<file path="src/rtl/cfz_pkg.sv">
package cfz_pkg;

   localparam int NCACHE   = 2;
   localparam int IMPL_W   = 6;
   localparam int STATE_W  = 2;

   typedef enum logic [STATE_W-1:0] {
      CS_OFF    = 2'b00,
      CS_FROZEN = 2'b01,
      CS_RSVD   = 2'b10,
      CS_ON     = 2'b11
   } cache_state_e;

   // lane 0 = instruction cache, lane 1 = data cache
   function automatic int state_lsb(input int lane);
      return lane * STATE_W;
   endfunction

   function automatic int enable_bit(input int lane);
      return NCACHE * STATE_W + lane;
   endfunction

endpackage

</file>
<file path="src/rtl/cfz_write_merge.sv">
module cfz_write_merge #(
   parameter int REG_W = 32
) (
   input  logic             wr_en,
   input  logic [REG_W-1:0] wr_data,
   input  logic [REG_W-1:0] cur_word,
   output logic [REG_W-1:0] pre_word
);
   import cfz_pkg::*;

   localparam logic [REG_W-1:0] IMPL_MASK = REG_W'((1 << IMPL_W) - 1);

   always_comb begin
      if (wr_en) pre_word = wr_data & IMPL_MASK;
      else       pre_word = cur_word;
   end

endmodule

</file>
<file path="src/rtl/cfz_freeze_lane.sv">
module cfz_freeze_lane
   import cfz_pkg::*;
#(
   parameter int LANE = 0
) (
   input  logic               clk,
   input  logic               rst_n,
   input  logic               ack,
   input  logic               fe_pre,
   input  logic [STATE_W-1:0] state_pre,
   input  logic [STATE_W-1:0] state_cur,
   output logic [STATE_W-1:0] state_nxt
);

   always_comb begin
      state_nxt = state_pre;
      if (ack && fe_pre && (state_pre == CS_ON))
         state_nxt = CS_FROZEN;
   end

   generate
      if (LANE == 0) begin : g_ilane
         AST_IFREEZE: assert property (@(posedge clk) disable iff (!rst_n)
            (ack && fe_pre && state_pre == CS_ON) |=> (state_cur == CS_FROZEN));
      end else begin : g_dlane
         AST_DFREEZE: assert property (@(posedge clk) disable iff (!rst_n)
            (ack && fe_pre && state_pre == CS_ON) |=> (state_cur == CS_FROZEN));
      end
   endgenerate

   AST_FE_OFF_KEEP: assert property (@(posedge clk) disable iff (!rst_n)
      (ack && !fe_pre) |=> (state_cur == $past(state_pre)));

   AST_NOT_ON_KEEP: assert property (@(posedge clk) disable iff (!rst_n)
      (ack && state_pre != CS_ON) |=> (state_cur == $past(state_pre)));

endmodule

</file>
<file path="src/rtl/cfz_ack_relay.sv">
module cfz_ack_relay #(
   parameter int NUM_W = 8
) (
   input  logic             clk,
   input  logic             rst_n,
   input  logic             ack_in,
   input  logic [NUM_W-1:0] num_in,
   output logic             ack_out,
   output logic [NUM_W-1:0] num_out
);

   always_ff @(posedge clk or negedge rst_n) begin
      if (!rst_n) begin
         ack_out <= 1'b0;
         num_out <= '0;
      end else begin
         ack_out <= ack_in;
         if (ack_in) num_out <= num_in;
      end
   end

   AST_ACK_FORWARD: assert property (@(posedge clk) disable iff (!rst_n)
      ack_in |=> (ack_out && num_out == $past(num_in)));

   AST_NO_STRAY_ACK: assert property (@(posedge clk) disable iff (!rst_n)
      !ack_in |=> !ack_out);

endmodule

</file>
<file path="src/rtl/cache_freeze_ctrl.sv">
module cache_freeze_ctrl
   import cfz_pkg::*;
#(
   parameter int REG_W = 32,
   parameter int NUM_W = 8
) (
   input  logic             clk,
   input  logic             rst_n,
   input  logic             reg_wr_en,
   input  logic [REG_W-1:0] reg_wr_data,
   output logic [REG_W-1:0] reg_rd_data,
   input  logic             irq_ack_valid,
   input  logic [NUM_W-1:0] irq_ack_num,
   output logic             ctl_ack_valid,
   output logic [NUM_W-1:0] ctl_ack_num,
   output logic [1:0]       icache_state,
   output logic [1:0]       dcache_state
);

   generate
      if (REG_W < IMPL_W) begin : g_bad_reg_w
         $error("REG_W must be at least IMPL_W");
      end
      if (NUM_W < 1) begin : g_bad_num_w
         $error("NUM_W must be at least 1");
      end
   endgenerate

   logic [REG_W-1:0]   ctl_q;
   logic [REG_W-1:0]   pre_word;
   logic [REG_W-1:0]   nxt_word;
   logic [STATE_W-1:0] lane_nxt [NCACHE];

   cfz_write_merge #(.REG_W(REG_W)) i_merge (
      .wr_en    (reg_wr_en),
      .wr_data  (reg_wr_data),
      .cur_word (ctl_q),
      .pre_word (pre_word)
   );

   for (genvar g = 0; g < NCACHE; g++) begin : g_lane
      localparam int LSB = state_lsb(g);
      localparam int FEB = enable_bit(g);
      cfz_freeze_lane #(.LANE(g)) i_lane (
         .clk       (clk),
         .rst_n     (rst_n),
         .ack       (irq_ack_valid),
         .fe_pre    (pre_word[FEB]),
         .state_pre (pre_word[LSB +: STATE_W]),
         .state_cur (ctl_q[LSB +: STATE_W]),
         .state_nxt (lane_nxt[g])
      );
   end

   always_comb begin
      nxt_word = pre_word;
      for (int k = 0; k < NCACHE; k++)
         nxt_word[k*STATE_W +: STATE_W] = lane_nxt[k];
   end

   always_ff @(posedge clk or negedge rst_n) begin
      if (!rst_n) ctl_q <= '0;
      else        ctl_q <= nxt_word;
   end

   cfz_ack_relay #(.NUM_W(NUM_W)) i_relay (
      .clk     (clk),
      .rst_n   (rst_n),
      .ack_in  (irq_ack_valid),
      .num_in  (irq_ack_num),
      .ack_out (ctl_ack_valid),
      .num_out (ctl_ack_num)
   );

   assign reg_rd_data  = ctl_q;
   assign icache_state = ctl_q[state_lsb(0) +: STATE_W];
   assign dcache_state = ctl_q[state_lsb(1) +: STATE_W];

   AST_HOLD_IDLE: assert property (@(posedge clk) disable iff (!rst_n)
      (!reg_wr_en && !irq_ack_valid) |=> $stable(reg_rd_data));

   AST_UPPER_ZERO: assert property (@(posedge clk) disable iff (!rst_n)
      reg_rd_data[REG_W-1:IMPL_W] == '0);

   AST_WRITE_LANDS: assert property (@(posedge clk) disable iff (!rst_n)
      (reg_wr_en && !irq_ack_valid) |=> (reg_rd_data[IMPL_W-1:0] == $past(reg_wr_data[IMPL_W-1:0])));

   AST_WRITE_THEN_FREEZE: assert property (@(posedge clk) disable iff (!rst_n)
      (reg_wr_en && irq_ack_valid && reg_wr_data[4] && reg_wr_data[1:0] == 2'b11)
      |=> (icache_state == 2'b01));

endmodule

</file>
<file path="config.mk">
export PLATFORM = sky130hd
export DESIGN_NAME = cache_freeze_ctrl
export DESIGN_NICKNAME = d
export VERILOG_FILES = /design/src/rtl/cfz_pkg.sv /design/src/rtl/cfz_write_merge.sv /design/src/rtl/cfz_freeze_lane.sv /design/src/rtl/cfz_ack_relay.sv /design/src/rtl/cache_freeze_ctrl.sv
export SDC_FILE = /design/constraint.sdc
export NUM_CORES = 1
export LEC_CHECK = 0
export ABC_AREA = 1
export BUFFER_PORTS_ARGS = -buffer_cell sky130_fd_sc_hd__buf_4
export CAP_MARGIN = 20
export CORE_ASPECT_RATIO = 0.75
export CORE_MARGIN = 1.5
export CORE_UTILIZATION = 40
export DETAILED_ROUTE_END_ITERATION = 6
export PLACE_DENSITY = 0.74
export SLEW_MARGIN = 20
export SYNTH_ARGS = -nofsm -noshare
export SYNTH_HDL_FRONTEND = slang
export SYNTH_HIERARCHICAL = 1
export SYNTH_SLANG_ARGS = --single-unit
</file>
<file path="constraint.sdc">
create_clock -name clk -period 1 [get_ports clk]
set_input_delay 0.25 -clock clk [delete_from_list [all_inputs] [get_ports clk]]
set_output_delay 0.25 -clock clk [all_outputs]
set_load 0.1 [all_outputs]
</file>
==> results list, run 1 <==
- R2r startpoint: reg_rd_data[2]
- After detailed routing, the average wire length per cell comes to 13.0 um.
* Die area: 0.00416 mm^2
* Worst slew slack as a fraction of its limit: 86.2%
- Final worst clock skew: 2.59 ps
- Hpwl dp: 2040 um
* Critical path class: register to primary output
- Across the run, the number of max-cap violations was 0.
- The count of buffers added on input and output ports is 62.
* Total negative setup slack: -7060 ps
- The number of global-route vias before repair came to 1167.
- Clock tree synthesis found a total of 41 sinks.
- Counting every net in the synthesized netlist gives 198.
- On the worst path, the slowest cell contributes a delay of 490 ps.
- Final critical-path share of the clock period: 123%
- Final wirelength: 3550 um
- Dividing the detail-routed via count by the number of cells gives 4.33.
* Final Hold Viols: 0
- Insertion delay of the later-clocked pin in the worst-skew pair: 290 ps
- Most frequent standard cell in the layout excluding fill and tap cells: sky130_fd_sc_hd__nand2_1
- Worst setup SP type: register
* Flip-flop and latch count after synthesis: 41
* Required time of the critical path: 750 ps
- Sorting the synthesized cells by area gives the leading types as sky130_fd_sc_hd__dfrtp_1, sky130_fd_sc_hd__nand2_1, sky130_fd_sc_hd__inv_1.
- Of the post-synthesis cell area, the dominant cell type holds 67.9%.
* Slowest cell on the critical path: sky130_fd_sc_hd__dfrtp_4
- The cell family contributing the most delay on the critical path is flip-flops.
* Antenna violations before repair: 0
* Setup repair after global routing missed its margin: yes
- For this run, the detailed router's first-pass iteration total came to 4.
* Minimum clock period after layout: 1230 ps
- Routability congestion estimate from global placement: 0.679
- After the first detailed-routing iteration, the DRC count stood at 48.
* HP Start: irq_ack_num[0]
* Sequential element share of the synthesized area: 67.9%
- In this run the remaining antenna-violating nets after routing total 0.
- Cell taking the most area after synthesis: sky130_fd_sc_hd__dfrtp_1
- Cells along the critical path: buf_6
- Synth Cell Area: 0.00151 mm^2
* GRT Residual Overflow: 0
- From bottom edge to top edge, the die measures 56.2 um.
* Nets: 264
* Warning count from the yosys run: 6
* Core Footprint: 0.00364 mm^2
- Following the worst setup path forward leads to its endpoint at reg_rd_data[1].
- Global-route wire length before repair: 5460 um
- Largest net degree at the start of global routing: 30
- In this run the number of cells on the critical path is 1.
- The number of antenna diodes in the final layout is 0.
* Capturing point of the worst reg2reg path: reg_rd_data[3]
* Violated checks: setup timing
- After detailed routing, the number of remaining DRC violations is 0.
- CTS tree: yes
* Maximum clock rate: 815 MHz
- Layout cell share with drive strength beyond 1: 54.3%
- Clock tree buffer depth: 2
- The tightest min-delay check is of the input port to register type.
- The number of different library cells used by synthesis comes to 10.
- The cell sitting at the root of the clock tree is a sky130_fd_sc_hd__clkbuf_8.
* Mean cell area of the mapped netlist: 9.81 um^2
- The number of cells on the worst reg-to-reg path is 5.
* Maximum resistive drop on vdd: 1030 uV
- Crit end category: primary output
- Via count of the routed design: 1181
- Htree depth: 2
* Worst Path Max Fanout: 3
- Critical path buffers and inverters: 1
- Result of the run: finished, violations left
* Die X-Extent: 74.0 um
- Clock tree synthesis inserted a total of 5 buffers.
* Ratio of total power to cell area: 1430 mW/mm^2
- In the post-route analysis, the smallest setup slack over all paths is -228 ps.
- Final count of pins violating max slew: 0
* Data arrival at the endpoint of the critical path: 980 ps
- After clock tree synthesis, the clock-pin slew on the worst setup and hold paths is 70 ps.
- The design draws 3.76 mW.
* Gate count after technology mapping: 154
- Total routing resource utilization after global routing: 18.1%
- Number of standard-cell rows in the floorplan: 19
- Number of setup violations in the final report: 45
* Slew at the pin closest to its max-slew limit: 207 ps
- 89 I/O pins were placed.
- In the layout the commonest cells are sky130_fd_sc_hd__nand2_1, sky130_fd_sc_hd__dfrtp_2, sky130_fd_sc_hd__buf_12, sky130_fd_sc_hd__inv_1, sky130_fd_sc_hd__nor2_1.
* Initial cell density of the core: 41.5%
* Layout overhead on the synthesized area: 74.6%
- The analysis attributes to cell leakage a power of 1.22 nW.
- Critical path origin: reg_rd_data[1]
* Minimum setup slack among reg-to-reg paths: 140 ps
## worst reg2reg max path, delay by kind of cell, from the launching register on
family / cells / cell delay, ps
AND/OR/NAND/NOR: 4 / 270
flip-flops: 1 / 490
buffers and inverters: 1 / 40
## metal layers
layer	up-vias	routed length (um)	GRT usage, %
met5	-	0	0
met4	0	109	6.61
met3	11	294	9.06
met2	53	1690	26.7
met1	554	1460	23.0
li1	563	-	-
## per-stage QoR
step	setup WS [ps]	std cells	instance area (um^2)	utilization (%)	hold WS, ps
2_1_floorplan	-125	154	1620	-	-45.6
3_3_place_gp	24.5	261	2060	56.5	107
3_5_place_dp	3.24	261	2060	56.5	107
4_1_cts	-243	271	2510	69.0	140
5_1_grt	-260	273	2640	72.5	160
6_report	-228	273	2640	72.5	157
## where the power goes
group	switching (mW)	total, mW	internal, mW
registers	0.0615	1.79	1.73
clock network	0.529	1.01	0.483
logic	0.667	0.960	0.294
## kinds of logic after synthesis
kind of cell | synth area share, %
flip-flops | 67.9
buffers and inverters | 13.7
AND/OR/NAND/NOR | 18.4
## cell type report
type,count,area [um^2]
clock buffers,6,72.6
clock inverters,2,10.0
fillers,253,1000
inverters,30,113
multi-input cells,72,278
flip-flops and latches,41,1090
well taps,52,65.1
repair buffers,70,1010
## worst min-delay path by stage
stage                               to  cells after the start
floorplan              i_relay/ack_out                      0
global placement       reg_rd_data[19]                      1
detailed placement     reg_rd_data[19]                      1
CTS                 i_relay/num_out[3]                      3
global route        i_relay/num_out[3]                      3
finish              i_relay/num_out[0]                      3
## sequential cells by signal (all words and copies together), names as in the netlist
signal and flops:
i_relay/ack_out 1, i_relay/num_out 8, reg_rd_data 32
## Yosys cell counts
cell type                  instances
sky130_fd_sc_hd__clkbuf_1          2
sky130_fd_sc_hd__dfrtp_1          41
sky130_fd_sc_hd__nand2_1          44
sky130_fd_sc_hd__nor2_2            2
sky130_fd_sc_hd__nor2_1           24
sky130_fd_sc_hd__inv_1            29
sky130_fd_sc_hd__buf_6             5
sky130_fd_sc_hd__buf_4             4
sky130_fd_sc_hd__inv_2             1
sky130_fd_sc_hd__nand3_1           2
## repair_timing
item	CTS	global route
cloned	0	0
resized for setup	87	26
setup buffers	1	2
setup endpoints to repair	45	45
hold buffers	1	0
hold endpoints to repair	12	0
No activity file was read; power rests on OpenSTA's default activity.
==> inputs of run 2 (changes only) <==
--- a/config.mk
+++ b/config.mk
@@ -5,14 +5,13 @@
 export SDC_FILE = /design/constraint.sdc
 export NUM_CORES = 1
 export LEC_CHECK = 0
-export ABC_AREA = 1
 export BUFFER_PORTS_ARGS = -buffer_cell sky130_fd_sc_hd__buf_4
 export CAP_MARGIN = 20
 export CORE_ASPECT_RATIO = 0.75
 export CORE_MARGIN = 1.5
 export CORE_UTILIZATION = 40
 export DETAILED_ROUTE_END_ITERATION = 6
-export PLACE_DENSITY = 0.74
+export PLACE_DENSITY = 0.75
 export SLEW_MARGIN = 20
 export SYNTH_ARGS = -nofsm -noshare
 export SYNTH_HDL_FRONTEND = slang
==> run 2 against run 1 <==
Largest cell class unchanged. Maximum frequency down 0.55%. Design area is 2.0% higher. The run still ends with setup timing left. Highest routed layer unchanged. Critical path depth is the same.
==> results list, run 2 <==
- Capturing point of the worst reg2reg path: reg_rd_data[3]
- Die X-Extent: 73.3 um (-0.92%)
- Required time of the critical path: 750 ps (about the same)
- The total setup violations reported at the end of the flow was 50 (+11%).
- Util after Layout: 78.6% (+6.1 points)
* Drc violations: 0 (unchanged)
- Clock tree buffer depth: 2 (unchanged)
- Among all flip-flop cells after synthesis, the most frequent one is sky130_fd_sc_hd__dfrtp_1.
- The final hold violation count is 0 (unchanged).
- The share of the synthesized area in compound gates (AO/OA/AOI/OAI) was 0.845% (+0.84 points).
- The number of max-cap violations came to 0 (unchanged).
* Minimum setup slack among reg-to-reg paths: -110 ps (-250 ps)
- The clock-pin transition on the worst setup and hold timing paths is 70 ps (about the same).
- The floorplan die area is 0.00408 mm^2 (-1.8%).
- The number of I/O port buffers is 62 (unchanged).
* Area share of the leading cell type in the synthesized netlist: 69.3% (+1.3 points)
- Async set-or-reset flop fraction in the synthesized netlist: 100% (unchanged)
- The biggest area contributor in the post-synthesis netlist is sky130_fd_sc_hd__dfrtp_1.
- The post-layout worst setup margin is -234 ps (-6.74 ps).
- The fraction of the mapped netlist area in simple logic gates was 11.0% (-7.4 points).
- Final count of pins violating max slew: 0 (unchanged)
- Final critical-path share of the clock period: 123% (+0.67 points)
- Largest net degree at the start of global routing: 42 (+40%)
* Layout overhead on the synthesized area: 81.7%
- The path class of the tightest hold or removal check is input port to register.
- Highest-count cells in the layout ignoring fill and taps: sky130_fd_sc_hd__buf_12, sky130_fd_sc_hd__dfrtp_2, sky130_fd_sc_hd__nor2b_1, sky130_fd_sc_hd__buf_4, sky130_fd_sc_hd__dfrtp_4
* Mux share of post-synthesis cell area: 13.7% (+14 points)
- Total negative setup slack: -7820 ps (-756 ps)
* Violated checks: setup timing
* Critical Path Stages: 1 (unchanged)
- Peak per-stage delay on the critical path: 510 ps (+20 ps)
* Worst reg2reg path depth: 3 (-2)
* Nets: 205 (-22%)
- Data arrival at the endpoint of the critical path: 980 ps (about the same)
- Cells along the critical path: buf_8
* GRT Residual Overflow: 0 (unchanged)
- Antenna violations before repair: 0 (unchanged)
- The post-synthesis xor/xnor area fraction was 0% (unchanged).
- The detailed-routing iteration count for the pre-antenna-repair pass came to 4 (unchanged).
* Ratio of total power to cell area: 1530 mW/mm^2 (+7.5%)
* Result of the run: finished, violations left
- The total global-route track usage came to 17.6% (-0.57 points).
* Flip-flop and latch count after synthesis: 41 (unchanged)
- Number of global-route vias before repair: 1085 (-7.0%)
- On the critical path, the stage with the largest delay is an instance of sky130_fd_sc_hd__dfrtp_4.
- Setup repair after global routing could not meet its margin everywhere.
- Number of buffers inserted during clock tree synthesis: 5 (unchanged)
- Crit end category: primary output
- Maximum resistive drop on vdd: 1080 uV (+5.2%)
* Adder-cell share of the synthesized area: 0% (unchanged)
- Power consumption: 4.13 mW (+9.7%)
- Cell with the most instances after synthesis: sky130_fd_sc_hd__dfrtp_1
* Synth Cell Area: 0.00148 mm^2 (-1.9%)
- In the post-synthesis netlist, the biggest area contributors are sky130_fd_sc_hd__dfrtp_1, sky130_fd_sc_hd__mux2_4, sky130_fd_sc_hd__nor2b_1.
- The first-pass GRT wire length was 5300 um (-2.9%).
* Routability congestion estimate from global placement: 0.704 (+3.7%)
- Slew at the pin closest to its max-slew limit: 360 ps (+153 ps)
- The number of distinct library cell variants in the gate-level netlist after synthesis is 10 (unchanged).
* Insertion delay of the later-clocked pin in the worst-skew pair: 290 ps (about the same)
- Number of vias per cell after detailed routing: 4.55 (+5.3%)
- Worst Path Max Fanout: 3 (unchanged)
- Sequential element share of the synthesized area: 69.3% (+1.3 points)
* Minimum clock period after layout: 1230 ps (+6.74 ps)
- Worst slew slack as a fraction of its limit: 76.0% (-10 points)
- After synthesis, the largest family of logic cells by area is multiplexers.
- Core Footprint: 0.00342 mm^2 (-5.9%)
- Clock root buffer master: sky130_fd_sc_hd__clkbuf_8
- The half-perimeter wire length after placement came to 2060 um (+0.76%).
- The clock skew came to 1.37 ps (-1.22 ps).
* Critical path origin: reg_rd_data[2]
- Critical path buffers and inverters: 1 (unchanged)
- The die height is 55.7 um (-0.91%).
- The fraction of final layout cells with drive strength greater than 1 came to 82.0% (+28 points).
* Worst setup SP type: register
- The average size of a mapped cell was 15.6 um^2 (+59%).
- The leakage power of the design is 1.20 nW (-2.4%).
- Num Clock Sinks: 41 (unchanged)
* Remaining antenna violation count after routing: 0 (unchanged)
- Htree depth: 2 (unchanged)
- The top-level I/O count was 89 (unchanged).
- Number of synthesized flops with an enable pin: 0 (unchanged)
- Via count of the routed design: 961 (-19%)
- The post-synthesis cell count came to 95 (-38%).
* R2r startpoint: reg_rd_data[5]
- The most critical setup path has its endpoint at reg_rd_data[2].
- Final wirelength: 3460 um (-2.6%)
- The critical path is of the register to primary output type.
- Detailed router's first-iteration violation count: 22 (-54%)
- Antenna diode count: 0 (unchanged)
* Synth cell count leaders: sky130_fd_sc_hd__dfrtp_1, sky130_fd_sc_hd__nor2b_1, sky130_fd_sc_hd__mux2_4
- The number of core rows is 18 (-1).
- The total number of yosys warnings is 6 (unchanged).
- The post-detailed-route wirelength per cell was 16.4 um (+26%).
* Initial cell density of the core: 43.3% (+1.8 points)
- The startpoint identified for the worst hold timing path is irq_ack_num[6].
- Grouping stages by cell kind, the critical path spends the most delay in flip-flops.
- Syn_nets: 139 (-30%)
- Most frequent standard cell in the layout excluding fill and tap cells: sky130_fd_sc_hd__buf_12
* CTS tree: yes
- Largest register FFs: 32 (unchanged)
* Maximum clock rate: 810 MHz (-0.55%)
## run 2: power breakdown
| part | leakage (nW) | internal, mW | switching (mW) |
|---|---|---|---|
| clock | 0.0443 | 0.547 | 0.531 |
| combinational | 0.669 | 0.452 | 0.759 |
| sequential | 0.482 | 1.76 | 0.0832 |
| total | 1.20 | 2.76 | 1.37 |
## run 2: final cells by class
| type | count | area [um^2] |
|---|---|---|
| fill | 210 | 732 |
| tap | 50 | 62.6 |
| timing repair buffer | 69 | 1010 |
| multi-input combinational | 42 | 412 |
| inverter | 2 | 7.51 |
| sequential | 41 | 1110 |
| clock buffer | 7 | 86.3 |
## run 2: worst min-delay path by stage
stage,to,slack (ps),cells after the start
global placement,reg_rd_data[17],240,1
finish,i_relay/num_out[6],190,2
CTS,i_relay/num_out[2],180,2
global route,i_relay/num_out[0],180,2
floorplan,i_relay/ack_out,-50,0
detailed placement,reg_rd_data[20],250,1
## run 2: timing repair
action | CTS | global route
pin swaps | 1 | 0
buffers inserted | 2 | 3
hold endpoints to repair | 41 | 0
hold buffers | 1 | 0
gates resized for setup | 75 | 50
endpoints found under the setup margin | 47 | 53
## run 2: routing by layer
layer | up-vias | part of all wire, % | GRT usage [%]
met5 | - | 0 | 0
li1 | 424 | - | -
met2 | 41 | 54 | 29.1
met1 | 491 | 39 | 21.3
met3 | 5 | 5.1 | 5.62
met4 | 0 | 1.2 | 6.47
## run 2: logic make-up (layout without fill, tap and decap cells)
| family | after synthesis | in the layout |
|---|---|---|
| AOI/OAI and AO/OA | 2 | 2 |
| buffers and inverters | 12 | 78 |
| DFF | 41 | 41 |
| muxes | 14 | 14 |
| and+or+nand+nor | 26 | 26 |
## run 2: through the flow
stage | setup slack (ps) | hold WS (ps) | cells | instance area [um^2]
2_1_floorplan | -154 | -45.6 | 95 | 1610
3_3_place_gp | 23.0 | 243 | 198 | 2040
3_5_place_dp | -18.8 | 253 | 198 | 2040
4_1_cts | -240 | 181 | 208 | 2450
5_1_grt | -262 | 183 | 211 | 2690
6_report | -234 | 190 | 211 | 2690
